**config.mk**
```make
export PLATFORM = sky130hd
export DESIGN_NAME = lookahead_counter
export DESIGN_NICKNAME = d
export VERILOG_FILES = /design/src/rtl/lac_pkg.sv /design/src/rtl/lac_low_cnt.sv /design/src/rtl/lac_up_cnt.sv /design/src/rtl/lac_lookahead.sv /design/src/rtl/lookahead_counter.sv
export SDC_FILE = /design/constraint.sdc
export NUM_CORES = 1
export LEC_CHECK = 0
export BUFFER_PORTS_ARGS = -buffer_cell sky130_fd_sc_hd__buf_2
export CAP_MARGIN = 20
export CORE_AREA = 2 2 39 41
export CTS_CLUSTER_SIZE = 16
export DETAILED_ROUTE_END_ITERATION = 8
export DIE_AREA = 0 0 41 43
export PLACE_DENSITY = 0.75
export SYNTH_ARGS = -nofsm -noshare
export SYNTH_HDL_FRONTEND = slang
export SYNTH_SLANG_ARGS = --single-unit
```
**constraint.sdc**
```tcl
create_clock -name clk -period 1.35 [get_ports clk]
set_clock_uncertainty 0.15 [all_clocks]
set_input_delay 0.2025 -clock clk [delete_from_list [all_inputs] [get_ports clk]]
set_output_delay 0.2025 -clock clk [all_outputs]
set_load 0.02 [all_outputs]
```
**src/rtl/lac_pkg.sv**
```systemverilog
package lac_pkg;

    localparam int LAC_CNT_W = 8;
    localparam int LAC_MOD_W = 2;

    // Low-slice value from which the prediction chain for upper slice k starts.
    // The chain has k+1 stages, so it must start k+1 counts before all ones.
    function automatic int lac_first_tap(input int mod_w, input int k);
        return (1 << mod_w) - 2 - k;
    endfunction

endpackage

```
**src/rtl/lac_low_cnt.sv**
```systemverilog
module lac_low_cnt #(
    parameter int MOD_W = 2
) (
    input  logic             clk,
    input  logic             rst,
    input  logic             en,
    output logic [MOD_W-1:0] cnt_q
);
    logic [MOD_W-1:0] cnt_d;

    always_comb begin
        cnt_d = cnt_q;
        if (en) cnt_d = cnt_q + 1'b1;
    end

    always_ff @(posedge clk) begin
        if (rst) cnt_q <= '0;
        else     cnt_q <= cnt_d;
    end
endmodule

```
**src/rtl/lac_up_cnt.sv**
```systemverilog
module lac_up_cnt #(
    parameter int MOD_W = 2
) (
    input  logic             clk,
    input  logic             rst,
    input  logic             en,
    output logic [MOD_W-1:0] cnt_q,
    output logic             sat
);
    logic [MOD_W-1:0] cnt_d;

    always_comb begin
        cnt_d = cnt_q;
        if (en) cnt_d = cnt_q + 1'b1;
    end

    always_ff @(posedge clk) begin
        if (rst) cnt_q <= '0;
        else     cnt_q <= cnt_d;
    end

    // slice is at all ones; used by the prediction pipelines
    assign sat = &cnt_q;
endmodule

```
**src/rtl/lac_lookahead.sv**
```systemverilog
module lac_lookahead
    import lac_pkg::*;
#(
    parameter int MOD_W  = 2,
    parameter int NUM_UP = 3
) (
    input  logic              clk,
    input  logic              rst,
    input  logic              en,
    input  logic [MOD_W-1:0]  low_q,
    input  logic [NUM_UP-1:0] sat_i,
    output logic [NUM_UP-1:0] en_up_o
);
    // stg[k][j]: stage j of the chain feeding upper slice k.
    // Entries with j > k are not used and stay zero.
    typedef struct packed {
        logic [NUM_UP-1:0][NUM_UP-1:0] stg;
    } la_state_t;

    la_state_t st_d, st_q;

    always_comb begin
        st_d = st_q;
        if (en) begin
            for (int k = 0; k < NUM_UP; k++) begin
                for (int j = 0; j < NUM_UP; j++) begin
                    if (j > k)
                        st_d.stg[k][j] = 1'b0;
                    else if (j == 0)
                        st_d.stg[k][j] = (low_q == MOD_W'(lac_first_tap(MOD_W, k)));
                    else
                        // slice j-1 cannot move here: low slice is not yet all ones
                        st_d.stg[k][j] = st_q.stg[k][j-1] & sat_i[j-1];
                end
            end
        end
    end

    always_ff @(posedge clk) begin
        if (rst) st_q <= '0;
        else     st_q <= st_d;
    end

    for (genvar g = 0; g < NUM_UP; g++) begin : g_en
        assign en_up_o[g] = en & st_q.stg[g][g];
    end
endmodule

```
**src/rtl/lookahead_counter.sv**
```systemverilog
module lookahead_counter
    import lac_pkg::*;
#(
    parameter int CNT_W = LAC_CNT_W,
    parameter int MOD_W = LAC_MOD_W
) (
    input  logic             clk,
    input  logic             rst,
    input  logic             cnt_en,
    output logic [CNT_W-1:0] count
);
    localparam int NUM_UP = CNT_W / MOD_W - 1;

    logic [MOD_W-1:0]             low_q;
    logic [NUM_UP-1:0][MOD_W-1:0] up_q;
    logic [NUM_UP-1:0]            up_sat;
    logic [NUM_UP-1:0]            en_up;

    lac_low_cnt #(.MOD_W(MOD_W)) u_low (
        .clk   (clk),
        .rst   (rst),
        .en    (cnt_en),
        .cnt_q (low_q)
    );

    for (genvar g = 0; g < NUM_UP; g++) begin : g_up
        lac_up_cnt #(.MOD_W(MOD_W)) u_up (
            .clk   (clk),
            .rst   (rst),
            .en    (en_up[g]),
            .cnt_q (up_q[g]),
            .sat   (up_sat[g])
        );
    end

    lac_lookahead #(.MOD_W(MOD_W), .NUM_UP(NUM_UP)) u_la (
        .clk     (clk),
        .rst     (rst),
        .en      (cnt_en),
        .low_q   (low_q),
        .sat_i   (up_sat),
        .en_up_o (en_up)
    );

    assign count = {up_q, low_q};
endmodule

```
Word level (Yosys, flattened, before mapping):

Cells that the tools add are included.
W data, S select, Z words.

* register bits after elaboration: 14
* input port bits: 3

* add/subtract/negate cells: 4
* equality and inequality tests: 2
* bitwise gates (word level): 6
* reductions and logical operators: 3

Operators by type and width (count)
* $add A2 B1 Y2 const B: 4
* $and A1 B1 Y1: 6
* $reduce_and A2 Y1: 2
* $eq A2 B1 Y1 const B: 1
* $eq A2 B2 Y1 const B: 1
* $logic_not A2 Y1: 1

Longest topological paths before layout:

Gate-level depths: netlist of the first run.

* depth after elaboration: 2
* gate-level depth with buffers: 4
* gate-level depth less buffers: 4

Cells and area by module:

A second synthesis of the first run with hierarchy kept.

* cell total of the unflattened synthesis: 56
* area total of the unflattened synthesis: 565.5 µm²

Modules (own cells, without submodules)
* lac_lookahead: instances 1, cells an instance 28, area each 250.2 µm²
* lac_up_cnt: instances 3, cells an instance 7, area each 78.8 µm²
* lac_low_cnt: instances 1, cells an instance 7, area each 78.8 µm²

Least setup slack after synthesis of the first run:

No wires, ideal clock.

* kind: register to register
* start point: reg u_low.cnt_q[0]
* end point: reg u_low.cnt_q[1]
* arrival time: 1.015 ns
* path slack: 0.068 ns
* cell stages (with the launch flop): 5
* period minus slack after synthesis: 1.282 ns
* cells stage by stage: dfxtp_1 inv_1 ha_1 mux2i_1 nor2_1

* longest elaborated chain between the ends: 1

Ends and longest elaborated chain
* start: declaration: line lac_low_cnt.sv:7 `output logic [MOD_W-1:0] cnt_q`
* start signal: assignment: line lac_low_cnt.sv:18 `else cnt_q <= cnt_d;`
* $add A2 B1 Y2: line lac_low_cnt.sv:13 `if (en) cnt_d = cnt_q + 1'b1;`

Every way passes these cells.
A chain may end at the register's enable or synchronous reset.

Worst setup path after layout of the first run:

* start point: reg u_low.cnt_q[0]
* end point: out count[0]

RTL lines
* end: declaration: line lookahead_counter.sv:10 `output logic [CNT_W-1:0] count`

No word-level cell between the ends.

==> results by group, run 1 <==
Critical path
  – CP Cell Sequence: buf_2
  – Critical Setup Path Class: flip-flop to output pin
  – Worst Path Buf+Inv: 1
  – CP max FO: 4
  – Critical-path top delay cell: dfxtp_1
  – Req. time, crit path: 1.00 ns
  – Worst setup EP type: output pin
  – CP arrival: roughly 0.86 ns
  – Max stage delay on crit path: ~0.4 ns
  – Delay-heaviest family, CP: flip-flops
  – Startpoint types: flip-flop
  – Stages on worst setup path: 1
  – Reg2Reg Depth: 4

Clock tree
  – Clk root buf: clkbuf_4
  – TritonCTS buffer count: 3
  – Hold buffer count at cts: 0
  – Clock buffer depth: 2
  – H-tree lvl count: 1
  – Clock Latency Late Sink: roughly 0.27 ns
  – Post-CTS Resized: 0
  – Clock tree sinks: 14
  – Setup bufs post-CTS: 0
  – Clk pin slew, worst setup/hold paths: ~0.080 ns
  – TritonCTS clock tree: yes

Finish
  – Diode count: 0
  – Syn-to-layout area delta: 16.8%
  – Share of post-route cells with drive strength above 1: 26.7%
  – Finished Cell Area: roughly 740 um2
  – Nets: 84

Route
  – Via count: 462
  – Met1 WL: 473 um
  – WL per Instance: 10.7 um
  – Drt total wl: a little under 1 mm
  – Initial DRC count: 4
  – DRC violations left: 0
  – DR WL met2: between 400 and 500 um
  – Top Metal Used: met4
  – Routed Antenna Nets: 0
  – Via density: 5.08
  – Drt pass-1 iters: 4
  – Metal3 WL: 46 um

Timing
  – Hold Slack: 0.136 ns
  – Final hold viol count: 0
  – Setup TNS: 0 ns
  – Final-report setup violation count: 0
  – Max Clock Freq: a little over 800 MHz
  – Slew Viols, Final: 0
  – Slew headroom: 88.5%
  – Post-route clock period utilization: 89.7%
  – RSZ-0062 raised after global routing: false
  – Worst setup margin: 0.138 ns
  – Post-layout min period: 1.21 ns
  – Tightest Pin Transition: 0.172 ns

Logic synthesis
  – Cell with the most instances after synthesis: dfxtp_1
  – Syn Inst Count: 62
  – Post-synth EDFFs: 0
  – Register bit total from synthesis: 14
  – Register area share after synthesis: 44.4%
  – Top post-synthesis cells by count: dfxtp_1 (14), a21oi_1 (8), nand3_1 (6), nor2_1 (6), ha_1 (5)
  – Synth Warn #: 0
  – Distinct cells, synth: 16
  – Post-synth ARST share: 0%
  – Share of the synthesized area in the top cell type: 44.4%
  – Synth top area cells: dfxtp_1 (44%), ha_1 (9.9%), a21oi_1 (6.3%)
  – Mapped Avg Cell Area: 10.2 um2
  – Area leader, netlist: dfxtp_1
  – Syn_nets: 70
  – Most used DFF post-synth: dfxtp_1
  – Post-synthesis instance area: 632 um2

GRT
  – Largest net degree at the start of global routing: 22
  – Initial antenna violation count: 0
  – Vias in the first global route: 412
  – First-pass GRT wire length: between 1.5 and 2 mm
  – Total gr overflow: 0
  – GR Util All Layers: 12.8%

Place
  – Setup WS pre-CTS: 0.164 ns
  – I/O Buffers: 10
  – Hpwl dp: 684 um
  – Placed standard-cell area: ~700 um2
  – RD Place Congestion: 0.597

Power and ir drop
  – Worst VDD drop: roughly 0.64 mV
  – Power per cell area: 1090 mW/mm2
  – Leak: 0.000332 uW

Floorplan
  – Num ports: 11
  – Die ar.: 0.00176 mm2
  – Height of the die: 43 um
  – Rows: 14
  – Core footprint: 0.00138 mm2
  – Die width: between 40 and 50 um
  – Starting density of the core: 45.7%

Job
  – Max-Cap Viols: 0

Run status
  – Status: finished clean

Worst hold path
  – Hold Path Depth: 3
  – Hold Crit Class: primary input to flip-flop
logic make-up after synthesis:
family | Yosys count | synth area share, %
and+or+nand+nor | 19 | 15.8
xor gates and xnor gates | 1 | 1.39
buffers and inverters | 5 | 5.54
muxes | 5 | 8.71
DFF | 14 | 44.4
adders and majority gates | 5 | 9.90
AOI/OAI and AO/OA | 13 | 14.3
flip-flops by register name (all words and copies together) (netlist names):
register,count
g_up.u_up.cnt_q,6
u_la.st_q,6
u_low.cnt_q,2
cell type report:
type / count / area (um2)
Clock buffer: 4 / 36.3
Fill cell: 130 / 646
Inverter: 2 / 7.51
Multi-Input combinational cell: 43 / 317
Sequential cell: 14 / 280
Tap cell: 16 / 20.0
Timing Repair Buffer: 12 / 77.6
stage by stage:
step	utilization [%]	total power (uW)	instances
floorplan	-	499	62
global placement	50.7	521	87
detailed placement	50.7	523	87
CTS	53.3	819	91
global route	53.3	843	91
finish	53.3	804	91
power by group:
group | total (uW) | switching (uW) | internal (uW)
Combinational | 76.5 | 42.4 | 34.1
Clock | 291 | 128 | 164
Sequential | 436 | 10.9 | 425
layer usage:
layer,vias to the layer above,track usage [%]
li1,240,-
met2,9,18.8
met1,211,16.1
met5,-,0
met4,0,8.00
met3,2,3.14
final timing paths:
kind | start | end | slack (ns)
setup / recovery | u_low.cnt_q[0]$_SDFFE_PP0P_ | count[0] | 0.14
hold / removal | rst | g_up[2].u_up.cnt_q[1]$_SDFFE_PP0P_ | 0.14
setup reg to reg | u_low.cnt_q[0]$_SDFFE_PP0P_ | u_low.cnt_q[1]$_SDFFE_PP0P_ | 0.15
hold reg to reg | u_la.st_q[7]$_SDFFE_PP0P_ | u_la.st_q[7]$_SDFFE_PP0P_ | 0.32
layout by cell type, fill, tap and decap left out, drive strengths merged:
| master | Yosys | final |
|---|---|---|
| dfxtp | 14 | 14 |
| buf | 3 | 12 |
| a21oi | 8 | 8 |
| nand3 | 6 | 6 |
| nor2 | 6 | 6 |
| ha | 5 | 5 |
| a21bo | 5 | 5 |
| mux2i | 4 | 4 |
| clkbuf | 0 | 4 |
| nand2b | 3 | 3 |
| nand3b | 3 | 3 |
| inv | 2 | 2 |
| xnor2 | 1 | 1 |
| nor2b | 1 | 1 |
| mux2 | 1 | 1 |
No activity file was read; power rests on OpenSTA's default activity.
==> inputs of run 2 (changes only) <==
--- a/config.mk
+++ b/config.mk
@@ -5,13 +5,13 @@
 export SDC_FILE = /design/constraint.sdc
 export NUM_CORES = 1
 export LEC_CHECK = 0
-export BUFFER_PORTS_ARGS = -buffer_cell sky130_fd_sc_hd__buf_2
 export CAP_MARGIN = 20
 export CORE_AREA = 2 2 39 41
 export CTS_CLUSTER_SIZE = 16
 export DETAILED_ROUTE_END_ITERATION = 8
 export DIE_AREA = 0 0 41 43
-export PLACE_DENSITY = 0.75
+export DONT_BUFFER_PORTS = 1
+export PLACE_DENSITY = 0.68
 export SYNTH_ARGS = -nofsm -noshare
 export SYNTH_HDL_FRONTEND = slang
 export SYNTH_SLANG_ARGS = --single-unit
==> results by group, run 2 (synthesis gave the netlist of run 1 again) <==
GRT
  – GR Util All Layers: 14.3% (+1.4 points)
  – GR Layer Usage met2: 18.8% (unchanged)
  – Largest net degree at the start of global routing: 23 (+4.5%)
  – Total gr overflow: 0 (unchanged)
  – First-pass GRT wire length: 1.73 mm (+12%)
  – Most Crowded Layer GR: met1
  – Initial antenna violation count: 0 (unchanged)
  – Met1 usage: 19.9% (+3.7 points)
  – Met3 GRT Util: 4.71% (+1.6 points)
  – Vias in the first global route: 407 (-1.2%)

Timing
  – Hold Slack: -0.0696 ns (-0.206 ns)
  – Slew Viols, Final: 0 (unchanged)
  – RSZ-0062 raised after global routing: false
  – Setup TNS: 0 ns (unchanged)
  – Final hold viol count: 13 (+13)
  – Post-route clock period utilization: 87.3% (-2.4 points)
  – Post-layout min period: 1.18 ns (-0.0324 ns)
  – Max Clock Freq: 848 MHz (+2.7%)
  – Slew headroom: 67.8% (-21 points)
  – Final-report setup violation count: 0 (unchanged)
  – Worst setup margin: 0.171 ns (+0.0324 ns)
  – Tightest Pin Transition: 0.482 ns (+0.309 ns)

Floorplan
  – Num ports: 11 (unchanged)
  – Height of the die: 43 um (unchanged)
  – Rows: 14 (unchanged)
  – Die ar.: 0.00176 mm2 (unchanged)
  – Starting density of the core: 45.7% (unchanged)
  – Core footprint: 0.00138 mm2 (unchanged)
  – Die width: 41 um (unchanged)

Finish
  – Top Registers: g_up.u_up.cnt_q x6, u_la.st_q x6, u_low.cnt_q x2
  – Syn-to-layout area delta: 12.3%
  – Commonest cells after routing, fill and taps aside: dfxtp_1 (14), a21oi_1 (8), buf_4 (7)
  – Diode count: 0 (unchanged)
  – Nets: 80 (-4.8%)
  – Share of post-route cells with drive strength above 1: 20.0% (-6.7 points)
  – Final core occ: 51.3% (-2.1 points)
  – Most common cell after layout, fill and taps aside: dfxtp_1

Power and ir drop
  – Power per cell area: 1010 mW/mm2 (-6.8%)
  – Worst VDD drop: 0.505 mV (-22%)
  – Total chip power: 720 uW (-10%)
  – Leak: 0.000301 uW (-9.3%)

Route
  – Drt total wl: 961 um (-0.93%)
  – Via count: 449 (-2.8%)
  – WL per Instance: 11.2 um (+4.8%)
  – Initial DRC count: 9 (+5)
  – Drt pass-1 iters: 4 (unchanged)
  – Routed Antenna Nets: 0 (unchanged)
  – DRC violations left: 0 (unchanged)
  – Via density: 5.22 (+2.8%)

Clock tree
  – Post-CTS Resized: 0 (unchanged)
  – H-tree lvl count: 1 (unchanged)
  – Clock buffer depth: 2 (unchanged)
  – Clock tree sinks: 14 (unchanged)
  – TritonCTS clock tree: yes
  – Clk pin slew, worst setup/hold paths: 0.08 ns (about the same)
  – Hold buffer count at cts: 1 (+1)
  – TritonCTS buffer count: 3 (unchanged)
  – Clock Latency Late Sink: 0.27 ns (about the same)
  – Setup bufs post-CTS: 0 (unchanged)
  – Clk root buf: clkbuf_4

Job
  – Max-Cap Viols: 0 (unchanged)

Critical path
  – CP arrival: 1.18 ns (+0.32 ns)
  – R2R Setup Slk: 0.17 ns (+0.02 ns)
  – Req. time, crit path: 1.35 ns (+0.35 ns)
  – Critical Setup Path Class: flip-flop to flip-flop
  – CP max FO: 3 (-1)
  – Worst setup EP type: flip-flop
  – Startpoint types: flip-flop

Run status
  – Failing checks: hold timing
  – Status: finished with violations

Place
  – RD Place Congestion: 0.657 (+10%)
  – Hpwl dp: 669 um (-2.3%)
  – I/O Buffers: 0 (-10)
  – Setup WS pre-CTS: 0.212 ns (+0.0485 ns)

Worst hold path
  – Hold Crit Class: primary input to flip-flop
run 2: changes by cell type in the layout (fill, tap and decap cells not counted), sizes merged:
cell | previous run | this run
buf | 12 | 7
clkbuf | 4 | 3
dlygate4sd3 | 0 | 1
run 2: worst paths after layout:
| kind | endpoint | start | cells past startpoint |
|---|---|---|---|
| hold reg to reg | u_la.st_q[7]$_SDFFE_PP0P_ | u_la.st_q[7]$_SDFFE_PP0P_ | 2 |
| hold / removal | u_la.st_q[4]$_SDFFE_PP0P_ | cnt_en | 2 |
| setup / recovery | u_low.cnt_q[1]$_SDFFE_PP0P_ | u_low.cnt_q[0]$_SDFFE_PP0P_ | 4 |
| setup reg to reg | u_low.cnt_q[1]$_SDFFE_PP0P_ | u_low.cnt_q[0]$_SDFFE_PP0P_ | 4 |
run 2: power breakdown:
group          switching [uW]  total [uW]  internal, uW
Combinational            34.4        65.1          30.7
Sequential               7.36         432           425
Clock                     119         222           103
Total                     161         720           559
run 2: cell type report:
type	count	area, um2
Timing Repair Buffer	8	62.6
Clock buffer	3	22.5
Tap cell	16	20.0
Multi-Input combinational cell	43	317
Inverter	2	7.51
Sequential cell	14	280
Fill cell	135	674
run 2: worst max-delay path, cell delays in order, from the launching register on:
cell,delay [ns]
dfxtp_1,0.35
inv_1,0.08
ha_1,0.29
mux2i_1,0.13
nor2_1,0.05
run 2: stage by stage:
step | cell area (um2) | std cells
3_5_place_dp | 677 | 82
5_1_grt | 709 | 86
3_3_place_gp | 677 | 82
2_1_floorplan | 632 | 62
4_1_cts | 709 | 86
6_report | 709 | 86
run 2: metal layers:
layer	wire length, um	part of all wire [%]	vias up
met5	0	0	-
met4	9	0.94	0
met3	31	3.2	2
met2	469	49	4
met1	451	47	213
li1	-	-	230
==> inputs of run 3 (changes only) <==
==> constraint.sdc (replaced) <==
create_clock -name clk -period 1.35 [get_ports clk]
set_clock_uncertainty 0.15 [all_clocks]
set_input_delay 0.2025 -clock clk [delete_from_list [all_inputs] [get_ports clk]]
set_output_delay 0.2025 -clock clk [all_outputs]
set_load 0.01 [all_outputs]
==> results by group, run 3 (synthesis gave the netlist of run 1 again) <==
Critical path
  – Critical-path top delay cell: dlygate4sd3_1
  – Startpoint types: primary input
  – R2R Setup Slk: 0.24 ns (+0.07 ns)
  – Worst setup EP type: flip-flop
  – Reg2Reg Depth: 4 (unchanged)
  – CP Cell Sequence: dlygate4sd3_1 > nor2_1
  – Critical Setup Path Class: primary input to flip-flop
  – CP max FO: 13 (+10)
  – Req. time, crit path: 1.35 ns (about the same)
  – Max stage delay on crit path: 0.83 ns (+0.48 ns)
  – Reg2Reg Capture Point: u_low.cnt_q[1]$_SDFFE_PP0P_
  – Delay-heaviest family, CP: buffers and inverters
  – CP arrival: 1.13 ns (-0.05 ns)
  – R2R Path Start: u_low.cnt_q[0]$_SDFFE_PP0P_
  – Worst Path Buf+Inv: 1 (unchanged)

Timing
  – Setup TNS: 0 ns (unchanged)
  – RSZ-0062 raised after global routing: false
  – Max Clock Freq: 881 MHz (+3.9%)
  – Hold Slack: -0.0733 ns (-0.00375 ns)
  – Tightest Pin Transition: 0.477 ns (-0.00433 ns)
  – Post-layout min period: 1.13 ns (-0.0444 ns)
  – Final-report setup violation count: 0 (unchanged)
  – Post-route clock period utilization: 84.1% (-3.3 points)
  – Slew headroom: 68.1% (+0.29 points)
  – Slew Viols, Final: 0 (unchanged)
  – Final hold viol count: 13 (unchanged)

Route
  – Drt pass-1 iters: 3 (-1)
  – Drt total wl: 951 um (-1.0%)
  – Routed Antenna Nets: 0 (unchanged)
  – Initial DRC count: 7 (-2)
  – WL per Instance: 11.7 um (+5.1%)
  – Via density: 5.19 (-0.68%)
  – DRC violations left: 0 (unchanged)
  – Via count: 420 (-6.5%)

Power and ir drop
  – Worst VDD drop: 0.716 mV (+42%)
  – Total chip power: 717 uW (-0.33%)
  – Power per cell area: 1070 mW/mm2 (+5.2%)
  – Leak: 0.000274 uW (-9.1%)

Finish
  – Top Registers: g_up.u_up.cnt_q x6, u_la.st_q x6, u_low.cnt_q x2
  – Commonest cells after routing, fill and taps aside: dfxtp_1 (14), a21oi_1 (8), nand3_1 (6), nor2_1 (6), ha_1 (5)
  – Fill count: 133 (-1.5%)
  – Seq. cell area: 280 um2 (unchanged)
  – Share of post-route cells with drive strength above 1: 13.8% (-6.2 points)
  – Most common cell after layout, fill and taps aside: dfxtp_1
  – Final core occ: 48.6% (-2.7 points)
  – Syn-to-layout area delta: 6.34%
  – Area of the multi-input gates: 317 um2 (unchanged)
  – Diode count: 0 (unchanged)
  – Nets: 75 (-6.3%)

Place
  – Hpwl dp: 642 um (-4.0%)
  – RD Place Congestion: 0.609 (-7.4%)
  – I/O Buffers: 0 (unchanged)

Floorplan
  – Die ar.: 0.00176 mm2 (unchanged)
  – Starting density of the core: 45.7% (unchanged)
  – Core footprint: 0.00138 mm2 (unchanged)
  – Num ports: 11 (unchanged)
  – Die width: 41 um (unchanged)
  – Height of the die: 43 um (unchanged)
  – Rows: 14 (unchanged)

Worst hold path
  – Hold path endpoint: u_la.st_q[4]$_SDFFE_PP0P_
  – Hold_sp: cnt_en
  – Hold Crit Class: primary input to flip-flop
  – Hold Path Depth: 2 (unchanged)

GRT
  – Initial antenna violation count: 0 (unchanged)
  – Total gr overflow: 0 (unchanged)
  – Largest net degree at the start of global routing: 23 (unchanged)
  – Met1 usage: 18.8% (-1.1 points)
  – GR Layer Usage met2: 18.1% (-0.63 points)
  – Vias in the first global route: 425 (+4.4%)
  – Met3 GRT Util: 6.81% (+2.1 points)
  – GR Util All Layers: 14.2% (-0.12 points)
  – First-pass GRT wire length: 1.68 mm (-2.8%)
  – Most Crowded Layer GR: met1

Clock tree
  – Hold buffer count at cts: 1 (unchanged)
  – Clock Latency Late Sink: 0.27 ns (about the same)
  – Post-CTS Resized: 0 (unchanged)
  – Clk pin slew, worst setup/hold paths: 0.08 ns (about the same)
  – TritonCTS clock tree: yes
  – H-tree lvl count: 1 (unchanged)
  – Setup bufs post-CTS: 0 (unchanged)
  – Clock tree sinks: 14 (unchanged)
  – TritonCTS buffer count: 3 (unchanged)
  – Clk root buf: clkbuf_4
  – Clock buffer depth: 2 (unchanged)

Run status
  – Failing checks: hold timing
  – Status: finished with violations

Job
  – Max-Cap Viols: 0 (unchanged)
## run 3: changes by cell type in the layout (fill, tap and decap cells not counted), sizes merged
cell  change
buf       -5
## run 3: power breakdown
group	total, uW	internal [uW]	switching, uW
Sequential	432	425	7.19
Combinational	58.5	29.7	28.9
Clock	227	103	124
Total	717	558	160
## run 3: how the worst max path moves through the flow
stage	start	to	slack, ns	cells after the start
floorplan	u_low.cnt_q[0]$_SDFFE_PP0P_	u_low.cnt_q[1]$_SDFFE_PP0P_	0.15	4
global placement	u_low.cnt_q[0]$_SDFFE_PP0P_	u_low.cnt_q[1]$_SDFFE_PP0P_	0.27	4
detailed placement	u_low.cnt_q[0]$_SDFFE_PP0P_	u_low.cnt_q[1]$_SDFFE_PP0P_	0.26	4
CTS	rst	u_low.cnt_q[0]$_SDFFE_PP0P_	0.22	2
global route	u_low.cnt_q[1]$_SDFFE_PP0P_	u_low.cnt_q[1]$_SDFFE_PP0P_	0.16	4
finish	rst	u_la.st_q[0]$_SDFFE_PP0P_	0.22	2
## run 3: layer usage
layer	up-vias	share of wire (%)
li1	222	-
met1	190	48
met2	8	48
met3	0	3.9
met4	0	0
met5	-	0
## run 3: through the flow
step | std cells | setup WS, ns | hold slack, ns | area, um2
final | 81 | 0.215 | -0.0733 | 672
after CTS | 81 | 0.222 | -0.0820 | 672
after detailed placement | 77 | 0.259 | 0.126 | 639
after global routing | 81 | 0.161 | -0.0736 | 672
after global placement | 77 | 0.274 | 0.123 | 639
after floorplan | 62 | 0.154 | 0.122 | 632
## run 3: layout make-up
type	instances	share of cell area [%]
multi-input cells	43	47.1
flip-flops and latches	14	41.7
repair buffers	3	3.72
clock buffers	3	3.35
well taps	16	2.98
inverters	2	1.12
